<file path="config.mk">
export PLATFORM = sky130hd
export DESIGN_NAME = cswto_monitor
export DESIGN_NICKNAME = d
export VERILOG_FILES = /design/src/rtl/cswto_pkg.sv /design/src/rtl/cswto_timer.sv /design/src/rtl/cswto_capture.sv /design/src/rtl/cswto_monitor.sv
export SDC_FILE = /design/constraint.sdc
export NUM_CORES = 1
export LEC_CHECK = 0
export ABC_AREA = 0
export BUFFER_PORTS_ARGS = -buffer_cell sky130_fd_sc_hd__buf_4
export CAP_MARGIN = 20
export CORE_MARGIN = 8
export CORE_UTILIZATION = 62
export CTS_BUF_LIST = sky130_fd_sc_hd__clkbuf_16
export DETAILED_ROUTE_END_ITERATION = 7
export PLACE_DENSITY = 0.85
export REMOVE_ABC_BUFFERS = 1
export SLEW_MARGIN = 0
export SYNTH_ARGS = -nofsm -noshare
export SYNTH_HDL_FRONTEND = slang
export SYNTH_SLANG_ARGS = --single-unit
</file>
<file path="constraint.sdc">
create_clock -name clk -period 6.95 [get_ports clk]
set_input_delay 0 -clock clk [delete_from_list [all_inputs] [get_ports clk]]
set_output_delay 0 -clock clk [all_outputs]
set_load 0.03 [all_outputs]
</file>
<file path="src/rtl/cswto_pkg.sv">
package cswto_pkg;

    typedef enum logic [1:0] {
        ST_AWAIT   = 2'd0,
        ST_ENGRST  = 2'd1,
        ST_ACKED   = 2'd2,
        ST_DROPPED = 2'd3
    } tmo_status_e;

    typedef enum logic [1:0] {
        PH_NONE   = 2'd0,
        PH_LOAD   = 2'd1,
        PH_SAVE   = 2'd2,
        PH_SWITCH = 2'd3
    } sw_phase_e;

    // Live status update while a pending bit is held.
    function automatic tmo_status_e status_next(tmo_status_e cur, logic tmo,
                                                logic ack, logic erst);
        tmo_status_e n;
        n = cur;
        if (tmo && (cur == ST_ACKED || cur == ST_ENGRST))
            n = ST_DROPPED;
        else if (ack && (cur == ST_AWAIT || cur == ST_ENGRST))
            n = ST_ACKED;
        else if (erst && cur == ST_AWAIT)
            n = ST_ENGRST;
        return n;
    endfunction

endpackage

</file>
<file path="src/rtl/cswto_timer.sv">
module cswto_timer
    import cswto_pkg::*;
#(
    parameter int PERIOD_W = 16,
    parameter int ID_W     = 12
) (
    input  logic                clk,
    input  logic                rst,
    input  logic                en_i,
    input  logic [PERIOD_W-1:0] period_i,
    input  logic                req_i,
    input  sw_phase_e           req_phase_i,
    input  logic [ID_W-1:0]     req_prev_i,
    input  logic [ID_W-1:0]     req_next_i,
    input  logic                ack_i,
    input  logic                erst_i,
    output logic                tmo_o,
    output sw_phase_e           cur_phase_o,
    output logic [ID_W-1:0]     cur_prev_o,
    output logic [ID_W-1:0]     cur_next_o
);

    logic                busy_q;
    logic                expired_q;
    logic [PERIOD_W-1:0] cnt_q;

    assign tmo_o = busy_q && !expired_q && en_i && !ack_i && !erst_i && !req_i
                   && (cnt_q >= period_i);

    always_ff @(posedge clk) begin
        if (rst) begin
            busy_q      <= 1'b0;
            expired_q   <= 1'b0;
            cnt_q       <= '0;
            cur_phase_o <= PH_NONE;
            cur_prev_o  <= '0;
            cur_next_o  <= '0;
        end else if (req_i) begin
            busy_q      <= 1'b1;
            expired_q   <= 1'b0;
            cnt_q       <= '0;
            cur_phase_o <= req_phase_i;
            cur_prev_o  <= req_prev_i;
            cur_next_o  <= req_next_i;
        end else if (ack_i || erst_i) begin
            busy_q    <= 1'b0;
            expired_q <= 1'b0;
        end else begin
            if (tmo_o)
                expired_q <= 1'b1;
            if (busy_q && !expired_q && cnt_q != '1)
                cnt_q <= cnt_q + 1'b1;
        end
    end


    once_per_req_chk: assert property (@(posedge clk) disable iff (rst)
        tmo_o |=> !tmo_o);


    ack_cancels_chk: assert property (@(posedge clk) disable iff (rst)
        (ack_i && !req_i) |=> !tmo_o);

endmodule

</file>
<file path="src/rtl/cswto_capture.sv">
module cswto_capture
    import cswto_pkg::*;
#(
    parameter int ID_W = 12
) (
    input  logic            clk,
    input  logic            rst,
    input  logic            tmo_i,
    input  logic            ack_i,
    input  logic            erst_i,
    input  logic            clr_i,
    input  sw_phase_e       snap_phase_i,
    input  logic [ID_W-1:0] snap_prev_i,
    input  logic [ID_W-1:0] snap_next_i,
    output logic            pend_o,
    output sw_phase_e       phase_o,
    output logic [ID_W-1:0] prev_o,
    output logic [ID_W-1:0] next_o,
    output tmo_status_e     status_o
);

    typedef struct packed {
        sw_phase_e       phase;
        logic [ID_W-1:0] prev;
        logic [ID_W-1:0] next;
    } snap_t;

    snap_t       snap_q;
    logic        pend_q;
    tmo_status_e status_q;

    always_ff @(posedge clk) begin
        if (rst) begin
            pend_q   <= 1'b0;
            status_q <= ST_AWAIT;
            snap_q   <= '0;
        end else if (tmo_i && (!pend_q || clr_i)) begin
            pend_q   <= 1'b1;
            status_q <= ST_AWAIT;
            snap_q   <= '{phase: snap_phase_i, prev: snap_prev_i, next: snap_next_i};
        end else if (pend_q && clr_i) begin
            pend_q <= 1'b0;
        end else if (pend_q) begin
            status_q <= status_next(status_q, tmo_i, ack_i, erst_i);
        end
    end

    assign pend_o   = pend_q;
    assign phase_o  = snap_q.phase;
    assign prev_o   = snap_q.prev;
    assign next_o   = snap_q.next;
    assign status_o = status_q;


    snap_frozen_chk: assert property (@(posedge clk) disable iff (rst)
        (pend_q && !clr_i) |=> $stable(snap_q));


    capture_await_chk: assert property (@(posedge clk) disable iff (rst)
        (tmo_i && !pend_q) |=> (pend_q && status_q == ST_AWAIT));


    ack_received_chk: assert property (@(posedge clk) disable iff (rst)
        (pend_q && !clr_i && ack_i && status_q == ST_AWAIT) |=> status_q == ST_ACKED);


    no_early_drop_chk: assert property (@(posedge clk) disable iff (rst)
        (pend_q && !clr_i && status_q == ST_AWAIT) |=> status_q != ST_DROPPED);

endmodule

</file>
<file path="src/rtl/cswto_monitor.sv">
module cswto_monitor
    import cswto_pkg::*;
#(
    parameter  int NUM_ENG  = 4,
    parameter  int ID_W     = 12,
    parameter  int PERIOD_W = 16,
    localparam int SEL_W    = (NUM_ENG > 1) ? $clog2(NUM_ENG) : 1
) (
    input  logic                    clk,
    input  logic                    rst,
    input  logic                    cfg_wr,
    input  logic [PERIOD_W-1:0]     cfg_period,
    input  logic                    cfg_enable,
    input  logic                    irq_en,
    input  logic [NUM_ENG-1:0]      clr_mask,
    input  logic [NUM_ENG-1:0]      eng_req,
    input  logic [2*NUM_ENG-1:0]    eng_phase,
    input  logic [ID_W*NUM_ENG-1:0] eng_prev_id,
    input  logic [ID_W*NUM_ENG-1:0] eng_next_id,
    input  logic [NUM_ENG-1:0]      eng_ack,
    input  logic [NUM_ENG-1:0]      eng_reset,
    input  logic [SEL_W-1:0]        info_sel,
    output logic [PERIOD_W-1:0]     cfg_period_rd,
    output logic                    cfg_enable_rd,
    output logic [NUM_ENG-1:0]      pend_mask,
    output logic                    irq,
    output logic [1:0]              info_phase,
    output logic [ID_W-1:0]         info_prev_id,
    output logic [ID_W-1:0]         info_next_id,
    output logic [1:0]              info_status
);

    logic [PERIOD_W-1:0] period_q;
    logic                enable_q;

    always_ff @(posedge clk) begin
        if (rst) begin
            period_q <= '0;
            enable_q <= 1'b0;
        end else if (cfg_wr) begin
            period_q <= cfg_period;
            enable_q <= cfg_enable;
        end
    end

    logic [NUM_ENG-1:0] tmo_w;
    logic [NUM_ENG-1:0] pend_w;
    sw_phase_e          cur_phase_w [NUM_ENG];
    logic [ID_W-1:0]    cur_prev_w  [NUM_ENG];
    logic [ID_W-1:0]    cur_next_w  [NUM_ENG];
    sw_phase_e          cap_phase_w [NUM_ENG];
    logic [ID_W-1:0]    cap_prev_w  [NUM_ENG];
    logic [ID_W-1:0]    cap_next_w  [NUM_ENG];
    tmo_status_e        cap_stat_w  [NUM_ENG];

    for (genvar g = 0; g < NUM_ENG; g++) begin : g_eng
        cswto_timer #(.PERIOD_W(PERIOD_W), .ID_W(ID_W)) u_timer (
            .clk         (clk),
            .rst         (rst),
            .en_i        (enable_q),
            .period_i    (period_q),
            .req_i       (eng_req[g]),
            .req_phase_i (sw_phase_e'(eng_phase[2*g +: 2])),
            .req_prev_i  (eng_prev_id[ID_W*g +: ID_W]),
            .req_next_i  (eng_next_id[ID_W*g +: ID_W]),
            .ack_i       (eng_ack[g]),
            .erst_i      (eng_reset[g]),
            .tmo_o       (tmo_w[g]),
            .cur_phase_o (cur_phase_w[g]),
            .cur_prev_o  (cur_prev_w[g]),
            .cur_next_o  (cur_next_w[g])
        );

        cswto_capture #(.ID_W(ID_W)) u_capture (
            .clk          (clk),
            .rst          (rst),
            .tmo_i        (tmo_w[g]),
            .ack_i        (eng_ack[g]),
            .erst_i       (eng_reset[g]),
            .clr_i        (clr_mask[g]),
            .snap_phase_i (cur_phase_w[g]),
            .snap_prev_i  (cur_prev_w[g]),
            .snap_next_i  (cur_next_w[g]),
            .pend_o       (pend_w[g]),
            .phase_o      (cap_phase_w[g]),
            .prev_o       (cap_prev_w[g]),
            .next_o       (cap_next_w[g]),
            .status_o     (cap_stat_w[g])
        );


        no_set_when_off_chk: assert property (@(posedge clk) disable iff (rst)
            !enable_q |=> !$rose(pend_w[g]));


        clear_takes_chk: assert property (@(posedge clk) disable iff (rst)
            (clr_mask[g] && !tmo_w[g]) |=> !pend_w[g]);
    end

    always_comb begin
        info_phase   = 2'd0;
        info_prev_id = '0;
        info_next_id = '0;
        info_status  = 2'd0;
        for (int i = 0; i < NUM_ENG; i++) begin
            if (info_sel == SEL_W'(i)) begin
                info_phase   = cap_phase_w[i];
                info_prev_id = cap_prev_w[i];
                info_next_id = cap_next_w[i];
                info_status  = cap_stat_w[i];
            end
        end
    end

    assign pend_mask     = pend_w;
    assign irq           = irq_en && (|pend_w);
    assign cfg_period_rd = period_q;
    assign cfg_enable_rd = enable_q;

endmodule

</file>
==> results.json <==
{
  "status": "finished clean",
  "end_kind": "register",
  "worstPathCellList": "inv_1, ha_1, nand4_1, or4_1, o32a_2, a211oi_4, buf_4, mux2i_1, nor2_1",
  "p_per_area_mw_per_mm2": 215,
  "r2r-start": "cfg_period_rd[15]$_SDFFE_PP0P_",
  "drt_pass1_iterations": 5,
  "io_buffers": 192,
  "io_pins": 193,
  "rsz0062_at_grt": "false",
  "clock_path_buffers": 3,
  "syn_to_final_growth_pct": 31.3,
  "cp_num_cells": 9,
  "fp.dieW_um": 167,
  "dp.cells": 1844,
  "crit_path_max_incr_delay_ns": 0.57,
  "slowest_stage": "or4_1",
  "cts_buffers": 31,
  "synth-async-reset-ratio_pct": 0,
  "finalNonFillerCells": 2089,
  "timing.critical_path.from_type": "register",
  "grt_max_degree": 147,
  "r2r_end": "g_eng[3].u_capture.prev_o[1]$_SDFFE_PP0P_",
  "die_area_mm2": 0.0279,
  "maxCapViolCount": 0,
  "layout-drive-gt1-share_pct": 15.9,
  "h-tree-depth": 1,
  "ys.flop_type": "dfxtp_1",
  "hold_viol_final": 0,
  "finalClockSkew_ns": 0.0299,
  "synth_seq_area_share_pct": 43.8,
  "grt_pass1_wl_mm": 71.1,
  "critPathBufInv": 2,
  "setup_slack_ns": 3.58,
  "routabilityCongestion": 0.900,
  "yosys_warnings": 0,
  "ys_types": 57,
  "via_per_inst": 5.95,
  "startpoint": "cfg_period_rd[15]$_SDFFE_PP0P_",
  "setup_viol": 0,
  "synth-edff-count": 0,
  "synthTopCellsByArea": "dfxtp_1 (44%), mux2i_1 (16%), nor2_1 (8.0%)",
  "clock_tree.root_cell": "clkbuf_16",
  "grt_pass1_vias": 13278,
  "cts_tree": "built",
  "antenna_found_initial": 1,
  "period_needed_ns": 3.37,
  "post-synth-top-count-cell": "dfxtp_1",
  "core-area_mm2": 0.0225,
  "wirelength_mm": 46.0,
  "dpl_cell_area_mm2": 0.0156,
  "grt.overflow.total": 0,
  "postCtsResizedCells": 0,
  "finalCritPeriodShare_pct": 48.5,
  "drc_errors": 0,
  "syn-cell-area_mm2": 0.0141,
  "num_rows": 55,
  "worst-setup-path-type": "register to register",
  "routedWlPerCell_um": 22.0,
  "design_area_mm2": 0.0185,
  "cp.required_ns": 7.39,
  "power_leakage_nw": 7.63,
  "r2r_slack_ns": 3.58,
  "worst_pin_slew_ns": 1.11,
  "reg2regPathDepth": 9,
  "synth_top_area_share_pct": 43.8,
  "yosys.area.top_type": "dfxtp_1",
  "track_usage_pct": 31.7,
  "clk_latency_ns": 0.59,
  "synthCells": 1437,
  "cp.arrival_ns": 3.82,
  "irDropWorstVdd_mv": 0.216,
  "path_max_fanout": 27,
  "ys_ff_latch": 309,
  "fin_setup_tns_ns": 0,
  "clk_pin_slew_ns": 0.07,
  "path_delay_family": "simple AND/OR/NAND/NOR gates",
  "endpoint": "g_eng[3].u_capture.prev_o[1]$_SDFFE_PP0P_",
  "die_y_um": 167,
  "hp-class": "input pin to register",
  "initial_core_util_pct": 62.7,
  "max_freq_mhz": 296,
  "place_ws_ns": 3.80,
  "slew_headroom_pct": 24.0,
  "cts_sinks": 309,
  "synth_commonest_cells": "dfxtp_1 (309), nor2_1 (302), mux2i_1 (229), ha_1 (76), nand2b_1 (54)",
  "hold-worst-slack_ns": 0.00838,
  "dp_hpwl_mm": 24.5,
  "drt.antenna.violating_nets": 0,
  "vias": 12430,
  "layout.nets": 1996,
  "avgSynthCellArea_um2": 9.83,
  "slew_viol_final": 0,
  "drt_iter0_markers": 1119
}
## routing by layer
layer,up-vias,wire [um],track usage [%]
met5,-,0,0
met4,0,2590,18.7
met3,195,3520,6.43
met2,643,22900,56.1
met1,5929,17000,34.6
li1,5663,-,-
## per-stage QoR
step           power (W)  util [%]
2_1_floorplan    0.00200         -
3_3_place_gp     0.00216      69.4
3_5_place_dp     0.00217      69.4
4_1_cts          0.00394      82.3
5_1_grt          0.00409      82.4
6_report         0.00399      82.4
## cells by family (layout without fill, tap and decap cells)
family          count (synthesis)  count (layout)  synth area share [%]
compound gates                110             110                  4.91
xor+xnor                       55              55                  3.41
fa+ha+maj                      76              76                  6.73
buf+inv                       110             475                  3.54
flops                         309             309                  43.8
mux                           257             257                  20.7
other cells                     0               2                     0
simple gates                  520             520                  16.9
## how the worst min path moves through the flow
| stage | start | to | depth (start not counted) |
|---|---|---|---|
| 6_report | eng_req[2] | g_eng[2].u_timer.cur_prev_o[7]$_SDFFE_PP0P_ | 3 |
| 5_1_grt | eng_req[1] | g_eng[1].u_timer.cur_prev_o[3]$_SDFFE_PP0P_ | 3 |
| 4_1_cts | eng_req[2] | g_eng[2].u_timer.busy_q$_SDFFE_PP0P_ | 3 |
| 3_5_place_dp | eng_reset[3] | g_eng[3].u_timer.expired_q$_SDFFE_PP0P_ | 2 |
| 3_3_place_gp | eng_reset[3] | g_eng[3].u_timer.expired_q$_SDFFE_PP0P_ | 2 |
| 2_1_floorplan | rst | g_eng[0].u_capture.pend_o$_SDFFE_PP0P_ | 1 |
## what timing repair did
action / 4_1_cts / 5_1_grt
endpoints found under the hold margin: 171 / 0
hold buffers: 184 / 0
buffers inserted: 0 / 0
## area by class of cell
class | count | area, um2
clock buffer | 31 | 776
clock inverter | 27 | 268
timing repair buffer | 381 | 3350
fill | 1146 | 3970
sequential | 309 | 6190
inverter | 36 | 135
tap | 285 | 357
antenna | 2 | 5.00
multi-input combinational | 1018 | 7460
## registers in the layout, indices dropped and copies added (netlist names)
name and flops:
g_eng.u_capture.prev_o 48, g_eng.u_capture.status_o 8, g_eng.u_timer.cnt_q 64, g_eng.u_timer.cur_phase_o 8
g_eng.u_timer.expired_q 4, g_eng.u_capture.next_o 48, g_eng.u_capture.phase_o 8, g_eng.u_timer.cur_prev_o 48
g_eng.u_timer.busy_q 4, g_eng.u_timer.cur_next_o 48, cfg_enable_rd 1, cfg_period_rd 16
g_eng.u_capture.pend_o 4
## where the power goes
| group | switching [W] | internal, W |
|---|---|---|
| registers | 0.0000314 | 0.00181 |
| logic | 0.000196 | 0.000204 |
| clock network | 0.000745 | 0.00100 |
| total | 0.000972 | 0.00302 |
## worst min-delay path, delay by kind of cell
family                 cells  cell delay, ns
AND/OR/NAND/NOR            1            0.07
buffers and inverters      1            0.29
multiplexers               1            0.19
## cells in the final DEF (no fill, tap or decap), drive strengths merged, types with 31 or more instances in the layout
master and n:
dfxtp 309, inv 43, mux2i 229, nand2 51
a21oi 42, buf 197, nand2b 54, nor2 302
ha 76, clkbuf 31, dlygate4sd3 184
Power figures use the tool's default switching activity.
